File: src/rtl/twi_id_pkg.sv
package twi_id_pkg;

    typedef enum logic [3:0] {
        ST_IDLE,
        ST_SEL,
        ST_SACK,
        ST_WADDR,
        ST_WDATA,
        ST_WACK,
        ST_RDATA,
        ST_RACK,
        ST_WSTOP
    } twi_state_e;

    localparam int BYTE_W = 8;
    localparam int BITS_W = 4;

endpackage

File: src/rtl/twi_line_sync.sv
module twi_line_sync #(
    parameter int STAGES = 2
) (
    input  logic clk,
    input  logic rst_n,
    input  logic scl_i,
    input  logic sda_i,
    output logic scl_lvl,
    output logic sda_lvl,
    output logic scl_rise,
    output logic scl_fall,
    output logic start_det,
    output logic stop_det
);
    logic [STAGES-1:0] scl_sr_q, sda_sr_q;
    logic              scl_prev_q, sda_prev_q;

    always_ff @(posedge clk or negedge rst_n) begin
        if (!rst_n) begin
            scl_sr_q   <= '1;
            sda_sr_q   <= '1;
            scl_prev_q <= 1'b1;
            sda_prev_q <= 1'b1;
        end else begin
            scl_sr_q   <= {scl_sr_q[STAGES-2:0], scl_i};
            sda_sr_q   <= {sda_sr_q[STAGES-2:0], sda_i};
            scl_prev_q <= scl_sr_q[STAGES-1];
            sda_prev_q <= sda_sr_q[STAGES-1];
        end
    end

    assign scl_lvl   = scl_sr_q[STAGES-1];
    assign sda_lvl   = sda_sr_q[STAGES-1];
    assign scl_rise  = scl_lvl & ~scl_prev_q;
    assign scl_fall  = ~scl_lvl & scl_prev_q;
    // both line samples high on SCL around the SDA edge
    assign start_det = scl_lvl & scl_prev_q & sda_prev_q & ~sda_lvl;
    assign stop_det  = scl_lvl & scl_prev_q & ~sda_prev_q & sda_lvl;

endmodule

File: src/rtl/twi_id_array.sv
module twi_id_array #(
    parameter int AW = 8,
    parameter int DW = 8
) (
    input  logic          clk,
    input  logic          rst_n,
    input  logic          we,
    input  logic [AW-1:0] wa,
    input  logic [DW-1:0] wd,
    input  logic [AW-1:0] ra,
    output logic [DW-1:0] rd
);
    localparam int DEPTH = 1 << AW;

    logic [DW-1:0] mem_q [DEPTH];

    always_ff @(posedge clk or negedge rst_n) begin
        if (!rst_n) begin
            for (int i = 0; i < DEPTH; i++) mem_q[i] <= '0;
        end else if (we) begin
            mem_q[wa] <= wd;
        end
    end

    assign rd = mem_q[ra];

endmodule

File: src/rtl/twi_id_core.sv
module twi_id_core
    import twi_id_pkg::*;
#(
    parameter int          AW          = 8,
    parameter int          BUSY_CYCLES = 200,
    parameter logic [3:0]  DEV_CODE    = 4'b1010
) (
    input  logic              clk,
    input  logic              rst_n,
    input  logic              scl_lvl,
    input  logic              sda_lvl,
    input  logic              scl_rise,
    input  logic              scl_fall,
    input  logic              start_det,
    input  logic              stop_det,
    input  logic [2:0]        strap,
    input  logic [BYTE_W-1:0] rd_data,
    output logic              mem_we,
    output logic [AW-1:0]     mem_wa,
    output logic [BYTE_W-1:0] mem_wd,
    output logic [AW-1:0]     mem_ra,
    output logic              sda_low
);
    localparam int BW = $clog2(BUSY_CYCLES + 1);

    typedef struct packed {
        twi_state_e        st;
        logic [BITS_W-1:0] cnt;
        logic [BYTE_W-1:0] sh;
        logic [BYTE_W-1:0] tx;
        logic [AW-1:0]     ptr;
        logic              rw;
        logic              acked;
        logic              wr_pend;
        logic [BW-1:0]     busy;
        logic              drv;
    } core_t;

    core_t q, d;
    logic  sel_match;

    assign sel_match = (q.sh[7:4] == DEV_CODE) && (q.sh[3:1] == strap) && (q.busy == '0);

    always_comb begin
        d      = q;
        mem_we = 1'b0;
        mem_wa = q.ptr;
        mem_wd = q.sh;
        if (q.busy != '0) d.busy = q.busy - 1'b1;

        if (stop_det) begin
            d.st  = ST_IDLE;
            d.drv = 1'b0;
            if (q.wr_pend) begin
                d.busy    = BW'(BUSY_CYCLES);
                d.wr_pend = 1'b0;
            end
        end else if (start_det) begin
            d.st  = ST_SEL;
            d.cnt = '0;
            d.drv = 1'b0;
        end else begin
            case (q.st)
                ST_SEL, ST_WADDR, ST_WDATA: begin
                    if (scl_rise) begin
                        d.sh  = {q.sh[6:0], sda_lvl};
                        d.cnt = q.cnt + 1'b1;
                    end else if (scl_fall && q.cnt == BITS_W'(8)) begin
                        d.cnt = '0;
                        if (q.st == ST_SEL) begin
                            if (sel_match) begin
                                d.st  = ST_SACK;
                                d.drv = 1'b1;
                                d.rw  = q.sh[0];
                            end else begin
                                d.st  = ST_IDLE;
                            end
                        end else if (q.st == ST_WADDR) begin
                            d.ptr = q.sh[AW-1:0];
                            d.st  = ST_WACK;
                            d.drv = 1'b1;
                        end else begin
                            mem_we    = 1'b1;
                            d.ptr     = q.ptr + 1'b1;
                            d.wr_pend = 1'b1;
                            d.st      = ST_WACK;
                            d.drv     = 1'b1;
                        end
                    end
                end
                ST_SACK: begin
                    if (scl_fall) begin
                        d.cnt = '0;
                        if (q.rw) begin
                            d.st  = ST_RDATA;
                            d.tx  = rd_data;
                            d.ptr = q.ptr + 1'b1;
                            d.drv = ~rd_data[7];
                        end else begin
                            d.st  = ST_WADDR;
                            d.drv = 1'b0;
                        end
                    end
                end
                ST_WACK: begin
                    if (scl_fall) begin
                        d.st  = ST_WDATA;
                        d.drv = 1'b0;
                    end
                end
                ST_RDATA: begin
                    if (scl_rise) begin
                        d.cnt = q.cnt + 1'b1;
                    end else if (scl_fall) begin
                        if (q.cnt == BITS_W'(8)) begin
                            d.st  = ST_RACK;
                            d.drv = 1'b0;
                        end else begin
                            d.tx  = {q.tx[6:0], 1'b0};
                            d.drv = ~q.tx[6];
                        end
                    end
                end
                ST_RACK: begin
                    if (scl_rise) begin
                        d.acked = ~sda_lvl;
                    end else if (scl_fall) begin
                        if (q.acked) begin
                            d.st  = ST_RDATA;
                            d.cnt = '0;
                            d.tx  = rd_data;
                            d.ptr = q.ptr + 1'b1;
                            d.drv = ~rd_data[7];
                        end else begin
                            d.st  = ST_WSTOP;
                        end
                    end
                end
                default: ;
            endcase
        end
    end

    always_ff @(posedge clk or negedge rst_n) begin
        if (!rst_n) begin
            q <= '{st: ST_IDLE, cnt: '0, sh: '0, tx: '0, ptr: '0, rw: 1'b0,
                   acked: 1'b0, wr_pend: 1'b0, busy: '0, drv: 1'b0};
        end else begin
            q <= d;
        end
    end

    assign mem_ra  = q.ptr;
    assign sda_low = q.drv;

    a_r1_idle_released: assert property (@(posedge clk) disable iff (!rst_n)
        (q.st == ST_IDLE) |-> !q.drv);
    a_r3_ack_only_on_match: assert property (@(posedge clk) disable iff (!rst_n)
        (q.st == ST_SACK) |-> (q.sh[7:1] == {DEV_CODE, strap}));
    a_r6_nack_stays_quiet: assert property (@(posedge clk) disable iff (!rst_n)
        (q.st == ST_WSTOP) |-> !q.drv);
    a_r8_no_select_ack_busy: assert property (@(posedge clk) disable iff (!rst_n)
        (q.busy != '0) |-> (q.st != ST_SACK));
    a_r10_drive_moves_scl_low: assert property (@(posedge clk) disable iff (!rst_n)
        (q.drv != $past(q.drv)) |-> !scl_lvl);

endmodule

File: src/rtl/twi_id_store.sv
module twi_id_store
    import twi_id_pkg::*;
#(
    parameter int         AW          = 8,
    parameter int         BUSY_CYCLES = 200,
    parameter int         SYNC_STAGES = 2,
    parameter logic [3:0] DEV_CODE    = 4'b1010
) (
    input  logic       clk,
    input  logic       rst_n,
    input  logic       scl_i,
    input  logic       sda_i,
    input  logic [2:0] strap_i,
    output logic       sda_low_o
);
    logic              scl_lvl, sda_lvl, scl_rise, scl_fall, start_det, stop_det;
    logic              mem_we;
    logic [AW-1:0]     mem_wa, mem_ra;
    logic [BYTE_W-1:0] mem_wd, mem_rd;

    twi_line_sync #(.STAGES(SYNC_STAGES)) u_sync (
        .clk       (clk),
        .rst_n     (rst_n),
        .scl_i     (scl_i),
        .sda_i     (sda_i),
        .scl_lvl   (scl_lvl),
        .sda_lvl   (sda_lvl),
        .scl_rise  (scl_rise),
        .scl_fall  (scl_fall),
        .start_det (start_det),
        .stop_det  (stop_det)
    );

    twi_id_core #(.AW(AW), .BUSY_CYCLES(BUSY_CYCLES), .DEV_CODE(DEV_CODE)) u_core (
        .clk       (clk),
        .rst_n     (rst_n),
        .scl_lvl   (scl_lvl),
        .sda_lvl   (sda_lvl),
        .scl_rise  (scl_rise),
        .scl_fall  (scl_fall),
        .start_det (start_det),
        .stop_det  (stop_det),
        .strap     (strap_i),
        .rd_data   (mem_rd),
        .mem_we    (mem_we),
        .mem_wa    (mem_wa),
        .mem_wd    (mem_wd),
        .mem_ra    (mem_ra),
        .sda_low   (sda_low_o)
    );

    twi_id_array #(.AW(AW), .DW(BYTE_W)) u_array (
        .clk   (clk),
        .rst_n (rst_n),
        .we    (mem_we),
        .wa    (mem_wa),
        .wd    (mem_wd),
        .ra    (mem_ra),
        .rd    (mem_rd)
    );

endmodule

File: config.mk
export PLATFORM = sky130hd
export DESIGN_NAME = twi_id_store
export DESIGN_NICKNAME = d
export VERILOG_FILES = /design/src/rtl/twi_id_pkg.sv /design/src/rtl/twi_line_sync.sv /design/src/rtl/twi_id_array.sv /design/src/rtl/twi_id_core.sv /design/src/rtl/twi_id_store.sv
export SDC_FILE = /design/constraint.sdc
export NUM_CORES = 2
export LEC_CHECK = 0
export ABC_AREA = 1
export BUFFER_PORTS_ARGS = -buffer_cell sky130_fd_sc_hd__buf_2
export CORE_MARGIN = 4
export CORE_UTILIZATION = 55
export DETAILED_ROUTE_END_ITERATION = 10
export PLACE_DENSITY_LB_ADDON = 0.15
export SLEW_MARGIN = 10
export SYNTH_ARGS = -nofsm -noshare
export SYNTH_HDL_FRONTEND = slang
export SYNTH_SLANG_ARGS = --single-unit
File: constraint.sdc
create_clock -name clk -period 3.6 [get_ports clk]
set_input_delay 1.08 -clock clk [delete_from_list [all_inputs] [get_ports clk]]
set_output_delay 1.08 -clock clk [all_outputs]
set_load 0.05 [all_outputs]
==> results.md <==
- Leaving out fill and tap cells, the most frequent cell in the layout is nand2_1.
- In the final routed layout, each cell accounts on average for 21.5 um.
- STA classifies the critical path startpoint as a register.
- The longest clock path from root to sink contains 3 buffers.
- In the layout the commonest cells are nand2_1 (3772), o21ai_0 (3014), dfrtp_1 (2089).
- The areal power density over the cells is 676 mW/mm^2.
- The placement-stage worst setup slack is 0.0125 ns.
- In this run, CTS created clock tree buffers numbering 220.
- The data required time at the worst endpoint is 4.31 ns.
- The chip height is 424 um.
- The fraction of layout cells with a size suffix above 1 is under 10%.
- The total number of vias is 84615.
- Relative to the synthesized area, the layout overhead comes to 11.1%.
- The number of filler cells placed in the layout is 15212.
- The average via count per standard cell is 5.93.
- The cell area that synthesis handed to floorplanning was 0.0953 sq mm.
- The number of port buffers is 7.
- After synthesis, the share of cell area in mux cells is 0.0118%.
- The multi-input combinational cell area is 0.0386 sq mm.
- After Yosys synthesis, XOR and XNOR cells account for less than 1% of the synthesized area.
- The placed wire-length estimate after detailed placement is 187 mm.
- The final count of pins violating max slew is 0.
- The part of the power in the clock network is 32.3%.
- The clock insertion delay at the later pin of the skew report is 0.88 ns.
- The remaining global-route overflow is 0.
- The number of cell rows is 152.
- By area, the combinational part of the netlist is dominated by simple AND/OR/NAND/NOR gates.
- In this run the worst hold path is classified as in -> async.
- The number of global-route vias before repair was around 80000.
- The floorplan step defined a core boundary enclosing 0.172 sq mm.
- The worst slew margin relative to its limit is 33.2%.
- The flow ran to the end, and the final reports show no timing, DRC or antenna violations.
- The worst register-to-register path has a depth of 8.
- The data arrival time of the critical path is 4.25 ns.
- The die covers 0.180 sq mm.
- In this run the remaining antenna-violating nets after routing total 0.
- The adder and majority cell fraction of the synthesized area is less than 1%.
- The synthesized design contains 0 enable-type register cells.
- The net switching component of the power is around 0.028 W.
- The effective utilization at floorplan is approximately 55%.
- After the last flow step, the layout net total stands at 11784.
- The fraction of power consumed by combinational cells is 34.1%.
- The transition at the pin with the smallest max-transition slack is 0.992 ns.
- The largest net degree at the start of global routing is between 150 and 200.
- The final count of negative-setup-slack endpoints is 0.
- After synthesis, the share of flip-flops with an asynchronous set or reset is 100%.
- The static power due to leakage is around 48 nW.
- The final weighted congestion of routability-driven global placement is 0.927.
- Once routing completed, OpenROAD measured the worst setup slack at 0.0610 ns.
- In this run the register-to-register setup slack is around 0.061 ns.
- The area taken by flip-flops and latches is between 0.05 and 0.06 sq mm.
- The count of distinct cell types in the synthesized netlist is 44.
- The final number of hold-violating endpoints is 0.
- In this run, synthesis produced a sequential element count of 2097.
- Of the synthesized area, sequential elements account for 55.1%.
- The number of gates given a new drive strength after cts is 1.
- The maximum vdd ir drop is 0.578 mV.
- The CTS clock-pin slew for the worst setup and hold paths is 0.07 ns.
- The internal power summed over all cells is approximately 0.044 W.
- The tool flagged a number of max-cap violations equal to 0.
- The root buffer cell is clkbuf_16.
- The compound-gate portion of the synthesized area is 17.9%.
- The number of hold-repair buffers added at the cts stage is 0.
- The initial antenna violation count is 10.
- The final total negative setup slack is 0 ns.
- Summing the areas of all and, or, nand and nor instances in the mapped netlist gives 22.3% of the synthesized area.
- For this design, the sink count on the clock tree is 2097.
- The timing-limited maximum frequency is around 280 MHz.
- The capture instance of the worst register-to-register path is u_array.mem_q[538].
- For this run, the leading register cell type out of synthesis is dfrtp_1.
- The mean instance size in the synthesized netlist is 7.87 sq um.
- After technology mapping, the gate count stands at 12116.
- The sequential group share of total power is 33.6%.
- The count of routing violations after the opening detailed-route iteration is ~11000.
- The post-route DRC violation count is 0.
- The maximum level of the CTS H-tree is 4.
- Once the clock tree was built, the setup fixing pass inserted 0 buffers.
- The routed design has 307 mm of wire.
- 8 I/O pins were placed.
- The first global-routing pass estimated 480 mm of wire.
- Net switching is 39.1% of the power.
- In this run the critical register-to-register path is launched from u_core.mem_ra[7].
- TritonCTS built the clock tree.
- Once layout is complete, the utilization of the core stands at roughly three fifths.
- Of all nets on the critical path, the largest fanout is 16.
- The number of detailed-route iterations in the first pass is 7.
- Setup repair after global routing left no endpoint under its margin.
- After synthesis, the cell types taking the most area are dfrtp_1 (55%), o21ai_0 (16%), nand2_1 (15%), nor2_1 (6.2%), clkbuf_1 (2.9%).
- The category of the critical setup timing path is reg -> reg.
- Across every metal layer, demand over resource in global routing totals 34.0%.
- The top-area cell type share of the netlist area is 54.9%.
- The net count after synthesis is 12130.
- The setup skew after layout is 0.0338 ns.
- The shortest period the worst path allows is approximately 3.5 ns.
- STA classifies the critical path endpoint as a register.
- The count of yosys warnings during synthesis is 0.
- The width of the die is between 400 and 500 um.
- The share of the clock period used by the worst path after layout is 98.3%.
- The most area-hungry cell type in the Yosys netlist is dfrtp_1.
==> worst max-delay path, stage by stage (launching register included) <==
cell and delay (ns):
dfrtp_1 0.43, inv_1 0.08, nor2_1 0.36, inv_1 0.48
buf_4 0.33, nor2_1 0.76, nand2_1 0.61, nand2_1 0.22
o21ai_0 0.11
==> metal layers <==
layer / wire, um / track usage, % / share of wire [%] / vias to the layer above
li1: - / - / - / 38742
met1: 128000 / 47.9 / 42 / 41042
met2: 137000 / 51.4 / 44 / 4113
met3: 29000 / 6.83 / 9.4 / 712
met4: 13700 / 14.7 / 4.5 / 6
met5: 40 / 0 / 0.013 / -
==> power groups by stage <==
stage	clock network (W)	logic (W)	registers, W
3_5_place_dp	0	0.0238	0.0245
4_1_cts	0.0234	0.0239	0.0240
5_1_grt	0.0244	0.0264	0.0240
3_3_place_gp	0	0.0238	0.0244
2_1_floorplan	0	0.0140	0.0243
6_report	0.0232	0.0244	0.0240
==> through the flow <==
| step | instances | total power [W] | area (sq um) | hold slack [ns] |
|---|---|---|---|---|
| 4_1_cts | 14267 | 0.0713 | 106000 | 0.0828 |
| 5_1_grt | 14267 | 0.0748 | 106000 | 0.121 |
| 3_5_place_dp | 13858 | 0.0483 | 98500 | 0.347 |
| 3_3_place_gp | 13858 | 0.0482 | 98500 | 0.349 |
| 2_1_floorplan | 12116 | 0.0383 | 95300 | 0.345 |
| 6_report | 14270 | 0.0716 | 106000 | 0.129 |
==> how the worst max path moves through the flow <==
stage	from	end	slack, ns	depth (start not counted)
3_5_place_dp	u_core.mem_ra[0]	u_core.q[21]	0.01	15
5_1_grt	u_core.mem_ra[7]	u_array.mem_q[572]	0.04	8
6_report	u_core.mem_ra[7]	u_array.mem_q[538]	0.06	8
3_3_place_gp	u_core.mem_ra[0]	u_core.q[21]	0.004	15
4_1_cts	u_core.mem_ra[0]	u_core.sda_low	0.10	16
2_1_floorplan	u_core.mem_ra[0]	u_array.mem_q[1325]	0.74	13
==> sequential cells by signal, summed over array words and instances, names as in the netlist <==
name	flops
u_sync.sda_sr_q	2
u_core.mem_wd	8
u_core.sda_low	1
u_core.q	26
u_sync.scl_sr_q	2
u_sync.scl_prev_q	1
u_core.mem_ra	8
u_array.mem_q	2048
u_sync.sda_prev_q	1
==> layout make-up <==
class,count,share of cell area (%)
antenna,3,0.00709
tap,2310,2.73
clock inverter,72,0.753
multi-input combinational,8907,36.4
timing repair buffer,350,3.53
sequential,2097,49.6
clock buffer,337,6.21
inverter,194,0.763
==> cell usage after synthesis, types with 12 or more instances <==
cell type and n:
a21oi_1 13, buf_1 34, buf_2 136, clkbuf_1 743, dfrtp_1 2091, inv_1 182, nand2_1 3772, nand3_1 66
nand4_1 59, nor2_1 1576, nor2_2 17, nor3_1 12, o21ai_0 3016, o21ai_1 195, o22ai_1 113
==> logic make-up (layout without fill, tap and decap cells) <==
logic type | after synthesis | in the layout
compound gates | 3361 | 3361
xor+xnor | 7 | 7
fa+ha+maj | 7 | 7
buf+inv | 1112 | 953
flops | 2097 | 2097
mux | 1 | 1
other cells | 0 | 3
simple gates | 5531 | 5531
No activity file was read; power rests on OpenSTA's default activity.
